===== src/rtl/irq_agg_pkg.sv =====
package irq_agg_pkg;
   localparam int unsigned REG_AW = 4;

   typedef enum logic [REG_AW-1:0] {
      ADR_SUM  = 4'h0,
      ADR_MASK = 4'h1,
      ADR_PWR  = 4'h2,
      ADR_DET  = 4'h3,
      ADR_FLT  = 4'h4,
      ADR_STU  = 4'h5,
      ADR_SUP  = 4'h6,
      ADR_CTL  = 4'h7,
      ADR_CMD  = 4'h8
   } reg_addr_e;

   // summary bit positions (fixed order)
   localparam int unsigned SB_PE  = 0;
   localparam int unsigned SB_PG  = 1;
   localparam int unsigned SB_DIS = 2;
   localparam int unsigned SB_DET = 3;
   localparam int unsigned SB_CLS = 4;
   localparam int unsigned SB_OC  = 5;
   localparam int unsigned SB_TST = 6;
   localparam int unsigned SB_SUP = 7;

   localparam int unsigned NUM_PAIR_REGS = 4;
   localparam int unsigned CTL_BIT = 7;
endpackage


===== src/rtl/irq_event_bank.sv =====
module irq_event_bank #(
   parameter int unsigned W = 8
) (
   input  logic         clk,
   input  logic         rst_n,
   input  logic [W-1:0] set_i,
   input  logic         clr_i,
   output logic [W-1:0] q_o
);
   generate
      if (W < 1) begin : g_bad_w
         $error("irq_event_bank: W must be at least 1");
      end
   endgenerate

   logic [W-1:0] q_r;

   always_ff @(posedge clk or negedge rst_n) begin
      if (!rst_n) q_r <= '0;
      else        q_r <= (clr_i ? '0 : q_r) | set_i;
   end

   assign q_o = q_r;


   sticky_hold_chk: assert property (@(posedge clk) disable iff (!rst_n)
      !clr_i |=> ((q_o & $past(q_o)) == $past(q_o)));


   set_wins_chk: assert property (@(posedge clk) disable iff (!rst_n)
      (|set_i) |=> ((q_o & $past(set_i)) == $past(set_i)));


   clear_empty_chk: assert property (@(posedge clk) disable iff (!rst_n)
      (clr_i && !(|set_i)) |=> (q_o == '0));
endmodule


===== src/rtl/irq_summary.sv =====
module irq_summary #(
   parameter int unsigned NPORT = 4,
   parameter int unsigned SW    = 8,
   localparam int unsigned PW   = 2 * NPORT
) (
   input  logic [PW-1:0]    pwr_i,
   input  logic [PW-1:0]    det_i,
   input  logic [PW-1:0]    flt_i,
   input  logic [PW-1:0]    stu_i,
   input  logic [NPORT-1:0] sup_i,
   output logic [SW-1:0]    sum_o
);
   import irq_agg_pkg::*;

   generate
      if (SW != 8) begin : g_bad_sw
         $error("irq_summary: summary width must be 8");
      end
   endgenerate

   always_comb begin
      sum_o         = '0;
      sum_o[SB_PE]  = |pwr_i[NPORT-1:0];
      sum_o[SB_PG]  = |pwr_i[PW-1:NPORT];
      sum_o[SB_DET] = |det_i[NPORT-1:0];
      sum_o[SB_CLS] = |det_i[PW-1:NPORT];
      sum_o[SB_DIS] = |flt_i[PW-1:NPORT];
      sum_o[SB_OC]  = (|flt_i[NPORT-1:0]) | (|stu_i[PW-1:NPORT]);
      sum_o[SB_TST] = |stu_i[NPORT-1:0];
      sum_o[SB_SUP] = |sup_i;
   end
endmodule


===== src/rtl/irq_pin_drv.sv =====
module irq_pin_drv #(
   parameter int unsigned SW = 8
) (
   input  logic          clk,
   input  logic          rst_n,
   input  logic [SW-1:0] sum_i,
   input  logic [SW-1:0] mask_i,
   input  logic          en_i,
   output logic          int_n_o,
   output logic          oe_o
);
   logic pend;
   assign pend = |(sum_i & ~mask_i);

   always_ff @(posedge clk or negedge rst_n) begin
      if (!rst_n) begin
         int_n_o <= 1'b1;
         oe_o    <= 1'b1;
      end else begin
         int_n_o <= ~pend;
         oe_o    <= en_i;
      end
   end


   assert_low_chk: assert property (@(posedge clk) disable iff (!rst_n)
      (|(sum_i & ~mask_i)) |=> !int_n_o);


   release_high_chk: assert property (@(posedge clk) disable iff (!rst_n)
      !(|(sum_i & ~mask_i)) |=> int_n_o);


   float_off_chk: assert property (@(posedge clk) disable iff (!rst_n)
      !en_i |=> !oe_o);
endmodule


===== src/rtl/irq_agg_top.sv =====
module irq_agg_top #(
   parameter int unsigned NPORT = 4,
   parameter int unsigned DW    = 8,
   parameter int unsigned AW    = 4
) (
   input  logic             clk,
   input  logic             rst_n,
   input  logic [NPORT-1:0] ev_pe_i,
   input  logic [NPORT-1:0] ev_pg_i,
   input  logic [NPORT-1:0] ev_det_i,
   input  logic [NPORT-1:0] ev_cls_i,
   input  logic [NPORT-1:0] ev_cut_i,
   input  logic [NPORT-1:0] ev_dis_i,
   input  logic [NPORT-1:0] ev_tst_i,
   input  logic [NPORT-1:0] ev_icv_i,
   input  logic [NPORT-1:0] ev_sup_i,
   input  logic             wr_en_i,
   input  logic [AW-1:0]    addr_i,
   input  logic [DW-1:0]    wdata_i,
   output logic [DW-1:0]    rdata_o,
   output logic             int_n_o,
   output logic             int_oe_o
);
   import irq_agg_pkg::*;

   localparam int unsigned PW = 2 * NPORT;
   localparam int unsigned NR = NUM_PAIR_REGS;

   generate
      if (DW != PW)       begin : g_bad_dw $error("irq_agg_top: DW must equal 2*NPORT"); end
      if (DW != 8)        begin : g_bad_sw $error("irq_agg_top: DW must be 8"); end
      if (AW != REG_AW)   begin : g_bad_aw $error("irq_agg_top: AW must match the map"); end
   endgenerate

   logic [PW-1:0]    pair_set [NR];
   logic [PW-1:0]    pair_q   [NR];
   logic [NPORT-1:0] sup_q;
   logic [DW-1:0]    sum;
   logic [DW-1:0]    mask_q;
   logic             en_q;
   logic             clr_all;
   logic             any_set;

   assign pair_set[0] = {ev_pg_i,  ev_pe_i};
   assign pair_set[1] = {ev_cls_i, ev_det_i};
   assign pair_set[2] = {ev_dis_i, ev_cut_i};
   assign pair_set[3] = {ev_icv_i, ev_tst_i};

   assign clr_all = wr_en_i && (addr_i == AW'(ADR_CMD)) && wdata_i[CTL_BIT];
   assign any_set = (|ev_pe_i) | (|ev_pg_i) | (|ev_det_i) | (|ev_cls_i) | (|ev_cut_i)
                  | (|ev_dis_i) | (|ev_tst_i) | (|ev_icv_i) | (|ev_sup_i);

   genvar k;
   generate
      for (k = 0; k < NR; k++) begin : g_pair
         irq_event_bank #(.W(PW)) u_bank (
            .clk   (clk),
            .rst_n (rst_n),
            .set_i (pair_set[k]),
            .clr_i (clr_all),
            .q_o   (pair_q[k])
         );
      end
   endgenerate

   irq_event_bank #(.W(NPORT)) u_sup_bank (
      .clk   (clk),
      .rst_n (rst_n),
      .set_i (ev_sup_i),
      .clr_i (clr_all),
      .q_o   (sup_q)
   );

   irq_summary #(.NPORT(NPORT), .SW(DW)) u_sum (
      .pwr_i (pair_q[0]),
      .det_i (pair_q[1]),
      .flt_i (pair_q[2]),
      .stu_i (pair_q[3]),
      .sup_i (sup_q),
      .sum_o (sum)
   );

   always_ff @(posedge clk or negedge rst_n) begin
      if (!rst_n) begin
         mask_q <= '0;
         en_q   <= 1'b1;
      end else if (wr_en_i) begin
         if (addr_i == AW'(ADR_MASK)) mask_q <= wdata_i;
         if (addr_i == AW'(ADR_CTL))  en_q   <= wdata_i[CTL_BIT];
      end
   end

   always_comb begin
      rdata_o = '0;
      case (addr_i)
         AW'(ADR_SUM):  rdata_o = sum;
         AW'(ADR_MASK): rdata_o = mask_q;
         AW'(ADR_PWR):  rdata_o = pair_q[0];
         AW'(ADR_DET):  rdata_o = pair_q[1];
         AW'(ADR_FLT):  rdata_o = pair_q[2];
         AW'(ADR_STU):  rdata_o = pair_q[3];
         AW'(ADR_SUP):  rdata_o = {sup_q, {(DW-NPORT){1'b0}}};
         AW'(ADR_CTL):  rdata_o[CTL_BIT] = en_q;
         default:       rdata_o = '0;
      endcase
   end

   irq_pin_drv #(.SW(DW)) u_pin (
      .clk     (clk),
      .rst_n   (rst_n),
      .sum_i   (sum),
      .mask_i  (mask_q),
      .en_i    (en_q),
      .int_n_o (int_n_o),
      .oe_o    (int_oe_o)
   );


   sum_write_ignored_chk: assert property (@(posedge clk) disable iff (!rst_n)
      (wr_en_i && (addr_i == AW'(ADR_SUM)) && !any_set) |=> $stable(sum));


   mask_readback_chk: assert property (@(posedge clk) disable iff (!rst_n)
      (wr_en_i && (addr_i == AW'(ADR_MASK))) |=> (mask_q == $past(wdata_i)));
endmodule


===== config.mk =====
export PLATFORM = sky130hd
export DESIGN_NAME = irq_agg_top
export DESIGN_NICKNAME = d
export VERILOG_FILES = /design/src/rtl/irq_agg_pkg.sv /design/src/rtl/irq_event_bank.sv /design/src/rtl/irq_summary.sv /design/src/rtl/irq_pin_drv.sv /design/src/rtl/irq_agg_top.sv
export SDC_FILE = /design/constraint.sdc
export NUM_CORES = 1
export LEC_CHECK = 0
export CAP_MARGIN = 20
export CORE_AREA = 2 2 93 95
export CTS_BUF_LIST = sky130_fd_sc_hd__clkbuf_4 sky130_fd_sc_hd__clkbuf_8
export DETAILED_ROUTE_END_ITERATION = 10
export DIE_AREA = 0 0 95 97
export PLACE_DENSITY = 0.56
export REMOVE_ABC_BUFFERS = 1
export SETUP_SLACK_MARGIN = 0.2
export SLEW_MARGIN = 20
export SYNTH_ARGS = -nofsm -noshare
export SYNTH_HDL_FRONTEND = slang
export SYNTH_SLANG_ARGS = --single-unit

===== constraint.sdc =====
create_clock -name clk -period 3.1 [get_ports clk]
set_clock_uncertainty 0.2 [all_clocks]
set_input_delay 0.465 -clock clk [delete_from_list [all_inputs] [get_ports clk]]
set_output_delay 0.465 -clock clk [all_outputs]
set_load 0.05 [all_outputs]

==> reports/metrics.cfg, run 1 <==
[status]
status=finished, violations left
violations=negative hold slack

[final_layout]
nets=303
syn_to_final_growth_pct=42.0
nFillCells=783
antennaDiodeCount=0
design_area_mm2=0.00321
instances_no_fill=358
drive_gt1_share_pct=19.0

[routing]
via_per_inst=5.14
drtIter0Drc=141
drtPass1Iterations=6
wire_per_inst_um=17.2
vias=1839
ant_nets=0
routed_wl_mm=6.14
drc=0

[critical_path]
cp_max_fo=22
crit_arrival_ns=2.15
worstSetupPathType=in -> out
endpoint_kind=primary output
cp.required_ns=2.43
startpoint_type=input pin
r2r_slack_ns=1.29

[hold_path]
hp-class=in -> async

[clock_network]
clk_path_buf_depth=2
clock-root-buffer=clkbuf_8
h-tree-depth=2
clkLatencyLatePin_ns=0.30
clkSinkCount=47
holdBufCountCts=0
cts_made_buffers=5
path_clk_slew_ns=0.08
cts_tree=built

[die]
dieHeight_um=97
core_mm2=0.00813
die-area_mm2=0.00922
rows=33
initial_core_util_pct=27.8
boundaryPins=61
die_w_um=95

[timing]
slew_headroom_pct=59.3
fin_hold_ws_ns=-0.0353
setup_viol=0
min_period_over_period_pct=90.9
fin_ws_ns=0.282
tightest_slew_ns=0.605
max_clock_freq_mhz=355
fin_crit_ns=2.82
slew_viol_final=0
finalSetupTns_ns=0
rsz0062_at_grt=no
final-hold-violation-count=44

[yosys]
synthMuxAreaShare_pct=9.63
ys_ff_latch=47
synth_enable_flop_cells=0
synth_compound_area_share_pct=22.9
avgSynthCellArea_um2=12.1
netlist_top_cells_area=dfrtp_1, a21o_1, mux2_4
post-synth-top-area-fraction_pct=48.7
yosysTopAreaCell=dfrtp_1
ys_seq_area_share_pct=52.2
synthFlopType=dfrtp_1
yosysUniqueCellTypes=45
syn-cell-area_mm2=0.00226
synth_fa_ha_area_share_pct=0
synth.yosys.warnings=0
synthSimpleGateAreaFrac_pct=12.7
netlist_instances=187
synth_top_family_by_area=compound AO/OA/AOI/OAI gates
ys_async_sr_fraction_pct=100
synthXorXnorAreaFrac_pct=0

[power_and_ir_drop]
ir_drop_v=0.000152
power.total_mw=1.41
powerDensity_mw_per_mm2=439
p_leak_nw=1.19

[grt]
grt_pass1_vias=1892
grt.total_usage_pct=14.0
antenna_found_initial=0
grt_pass1_wl_mm=10.0
gr-total-overflow=0
grt_start_max_net_pins=48

[place]
dp_hpwl_mm=4.50
place_inst=349
dp_slack_ns=0.194
port_buffers=60
place_area_mm2=0.00307
gp_congestion=0.937

[flow_run]
drv_cap=0

==> path summary, 6_finish.rpt <==
check	startpoint	to	cells after the start
worst min register to register	en_q	u_pin.oe_o	0
worst max register to register	g_pair[1].u_bank.q_o[1]	u_pin.int_n_o	4
max in group asynchronous	rst_n	g_pair[0].u_bank.q_o[4]	1
worst max-delay path	addr_i[0]	rdata_o[5]	7
min in group clk	en_q	u_pin.oe_o	0
worst min-delay path	rst_n	g_pair[1].u_bank.q_o[2]	1
==> synth_stat cells (all sizes together) (2+ instances only) <==
master,number
dfrtp,44
a21o,36
mux2,14
buf,9
nor4,9
o21ai,7
a21oi,6
nor2,6
nand2,5
nor2b,4
a221oi,3
a32o,3
and3b,3
dfstp,3
mux2i,3
o221ai,3
a222oi,2
a22o,2
clkbuf,2
nand2b,2
nand4,2
nor3,2
o22ai,2
or4,2
==> stage by stage <==
step,util [%],hold WS [ns]
6_report,39.5,-0.0353
5_1_grt,39.5,0.0136
4_1_cts,39.4,0.183
3_5_place_dp,37.7,0.170
3_3_place_gp,37.7,0.169
2_1_floorplan,-,-0.0306
==> repair_timing <==
item	CTS	global route
endpoints found under the setup margin	1	0
hold endpoints to repair	0	0
buffers inserted	0	0
resized for setup	2	0
==> final cells by class <==
class / count / area (µm²) / area share (%)
Multi-Input combinational cell: 129 / 1030 / 32.0
Timing Repair Buffer: 69 / 769 / 24.0
Tap cell: 105 / 131 / 4.09
Clock buffer: 8 / 104 / 3.23
Sequential cell: 47 / 1180 / 36.7
==> cell usage in the layout (no fill, tap or decap), types with 4 or more instances in the layout <==
cell,n
a21o_1,36
buf_4,9
buf_12,8
nor4_1,8
mux2_2,5
clkbuf_8,7
nor2_1,5
mux2_4,8
a21oi_1,6
nor2b_1,4
nand2_1,4
dfrtp_1,44
clkdlybuf4s50_1,50
==> worst max-delay path, stage by stage <==
cell and delay [ns]:
clkdlybuf4s50_1 0.45, buf_12 0.17, or4_1 0.57, a21oi_1 0.14
a21oi_1 0.06, o21ai_2 0.12, buf_12 0.17
==> logic make-up after synthesis <==
logic type             count (synthesis)
muxes                                 17
DFF                                   47
and+or+nand+nor                       42
buffers and inverters                 11
AOI/OAI and AO/OA                     70
==> metal layers <==
layer	routed length, µm	GRT usage, %
met2	2880	21.4
met3	361	3.27
met1	2800	19.6
met4	99	4.24
met5	0	0
==> state kept, by name, summed over array words and instances, names as in the netlist <==
register / count
u_pin.int_n_o: 1
u_pin.oe_o: 1
u_sup_bank.q_o: 4
g_pair.u_bank.q_o: 32
mask_q: 8
en_q: 1
==> power by group <==
group	switching (mW)	internal, mW
combinational	0.136	0.173
clock	0.199	0.212
sequential	0.0340	0.653
Note: power is estimated with default switching activity, not from simulation.
==> run 2, diff against run 1 <==
Settings changed: DONT_BUFFER_PORTS set to 1, PLACE_DENSITY 0.56 to 0.46.
==> reports/metrics.cfg, run 2 (synthesis gave the netlist of run 1 again) <==
[status]
status=finished, final reports clean

[grt]
grt.total_usage_pct=13.8  ; -0.24 points
busiest_layer=met1
grt_pass1_wl_mm=9.67  ; -3.7%
grt_start_max_net_pins=48  ; unchanged
use_met3_pct=4.36  ; +1.1 points
grt_pass1_vias=1646  ; -13%
antenna_found_initial=0  ; unchanged
use_met1_pct=19.9  ; +0.27 points
met2_usage_pct=19.7  ; -1.7 points
gr-total-overflow=0  ; unchanged

[final_layout]
final_cell_mix=dfrtp_1, a21o_1, nor4_1, mux2_4, buf_4
nFillCells=831  ; +6.1%
design_area_mm2=0.00255  ; -21%
antennaDiodeCount=0  ; unchanged
final_common_cell=dfrtp_1
drive_gt1_share_pct=20.6  ; +1.6 points
syn_to_final_growth_pct=12.7
nets=244  ; -19%
largest_reg_flops=32  ; unchanged

[clock_network]
clkSinkCount=47  ; unchanged
h-tree-depth=2  ; unchanged
cts_tree=built
cts_made_buffers=5  ; unchanged
post_cts_buffers=0  ; unchanged
clock-root-buffer=clkbuf_8
clk_path_buf_depth=2  ; unchanged
clkLatencyLatePin_ns=0.30  ; about the same
path_clk_slew_ns=0.09  ; about the same

[routing]
vias=1606  ; -13%
routed_wl_mm=5.96  ; -2.9%
wire_per_inst_um=19.9  ; +16%
drtPass1Iterations=4  ; -2
drtIter0Drc=114  ; -19%
drc=0  ; unchanged
ant_nets=0  ; unchanged
via_per_inst=5.37  ; +4.6%

[critical_path]
path_cells=nor4_1, nor3_1, a311oi_1, o311ai_2, buf_4
slowest_stage=nor4_1
slowest_delay_ns=0.45  ; -0.12 ns
startpoint_type=flip-flop
crit_arrival_ns=1.91  ; -0.24 ns
endpoint_kind=primary output
cp_max_fo=3  ; -86%
cp.required_ns=2.43  ; about the same
worstSetupPathType=reg -> out

[timing]
finalSetupTns_ns=0  ; unchanged
final-hold-violation-count=0  ; -100%
max_clock_freq_mhz=389  ; +9.6%
tightest_slew_ns=0.547  ; -0.0579 ns
fin_crit_ns=2.57  ; -0.248 ns
rsz0062_at_grt=no
slew_viol_final=0  ; unchanged
setup_viol=0  ; unchanged
fin_hold_ws_ns=0.0429  ; +0.0782 ns
slew_headroom_pct=63.2  ; +3.9 points
min_period_over_period_pct=82.9  ; -8.0 points

[die]
dieHeight_um=97  ; unchanged
initial_core_util_pct=27.8  ; unchanged
boundaryPins=61  ; unchanged
die_w_um=95  ; unchanged
die-area_mm2=0.00922  ; unchanged
rows=33  ; unchanged
core_mm2=0.00813  ; unchanged

[place]
dp_hpwl_mm=4.40  ; -2.1%
port_buffers=0  ; -100%
place_area_mm2=0.00241  ; -22%
gp_congestion=0.787  ; -16%

[power_and_ir_drop]
ir_drop_v=0.000177  ; +16%
powerDensity_mw_per_mm2=509  ; +16%
p_leak_nw=0.918  ; -23%

[hold_path]
hp-class=in -> reg

[flow_run]
drv_cap=0  ; unchanged

[run 2: layer usage]
| metal | wire length, µm | vias up |
|---|---|---|
| li1 | - | 733 |
| met5 | 0 | - |
| met3 | 382 | 8 |
| met2 | 2740 | 47 |
| met1 | 2740 | 818 |
| met4 | 97 | 0 |
[run 2: worst paths after layout]
kind	startpoint	endpoint	slack (ns)	cells past startpoint
min in group asynchronous	rst_n	g_pair[3].u_bank.q_o[1]	0.47	2
worst min-delay path	ev_dis_i[1]	g_pair[2].u_bank.q_o[5]	0.04	1
worst min register to register	en_q	u_pin.oe_o	0.18	0
worst max register to register	g_pair[1].u_bank.q_o[1]	u_pin.int_n_o	1.32	4
worst max-delay path	u_sup_bank.q_o[1]	rdata_o[7]	0.53	5
max in group asynchronous	rst_n	u_pin.oe_o	1.96	2
[run 2: cell type report]
cell class	instances	area (µm²)	share of cell area, %
tap	105	131	5.16
timing repair buffer	10	97.6	3.83
clock buffer	8	104	4.08
multi-input combinational	129	1030	40.6
sequential	47	1180	46.3
[run 2: worst max-delay path: cells and delay by family, from the launching register on]
family          cells  cell delay [ns]
flops               1             0.41
simple gates        2             0.54
compound gates      2             0.45
buf+inv             1             0.21
[run 2: stage by stage]
step | utilization [%] | setup WS, ns | total power, mW | instances
2_1_floorplan | - | 0.454 | 0.830 | 176
3_3_place_gp | 29.6 | 0.875 | 0.873 | 289
3_5_place_dp | 29.6 | 0.851 | 0.870 | 289
4_1_cts | 31.3 | 0.524 | 1.32 | 299
5_1_grt | 31.3 | 0.434 | 1.36 | 299
6_report | 31.3 | 0.530 | 1.30 | 299
[run 2: what timing repair did]
action / 4_1_cts / 5_1_grt
hold endpoints to repair: 47 / 0
resized for setup: 0 / 0
hold buffers: 2 / 0
[run 2: power by group]
part           total (mW)  switching [mW]  internal, mW
Combinational       0.178          0.0901        0.0880
Clock               0.419           0.206         0.213
Sequential          0.699          0.0451         0.654
Total                1.30           0.342         0.955
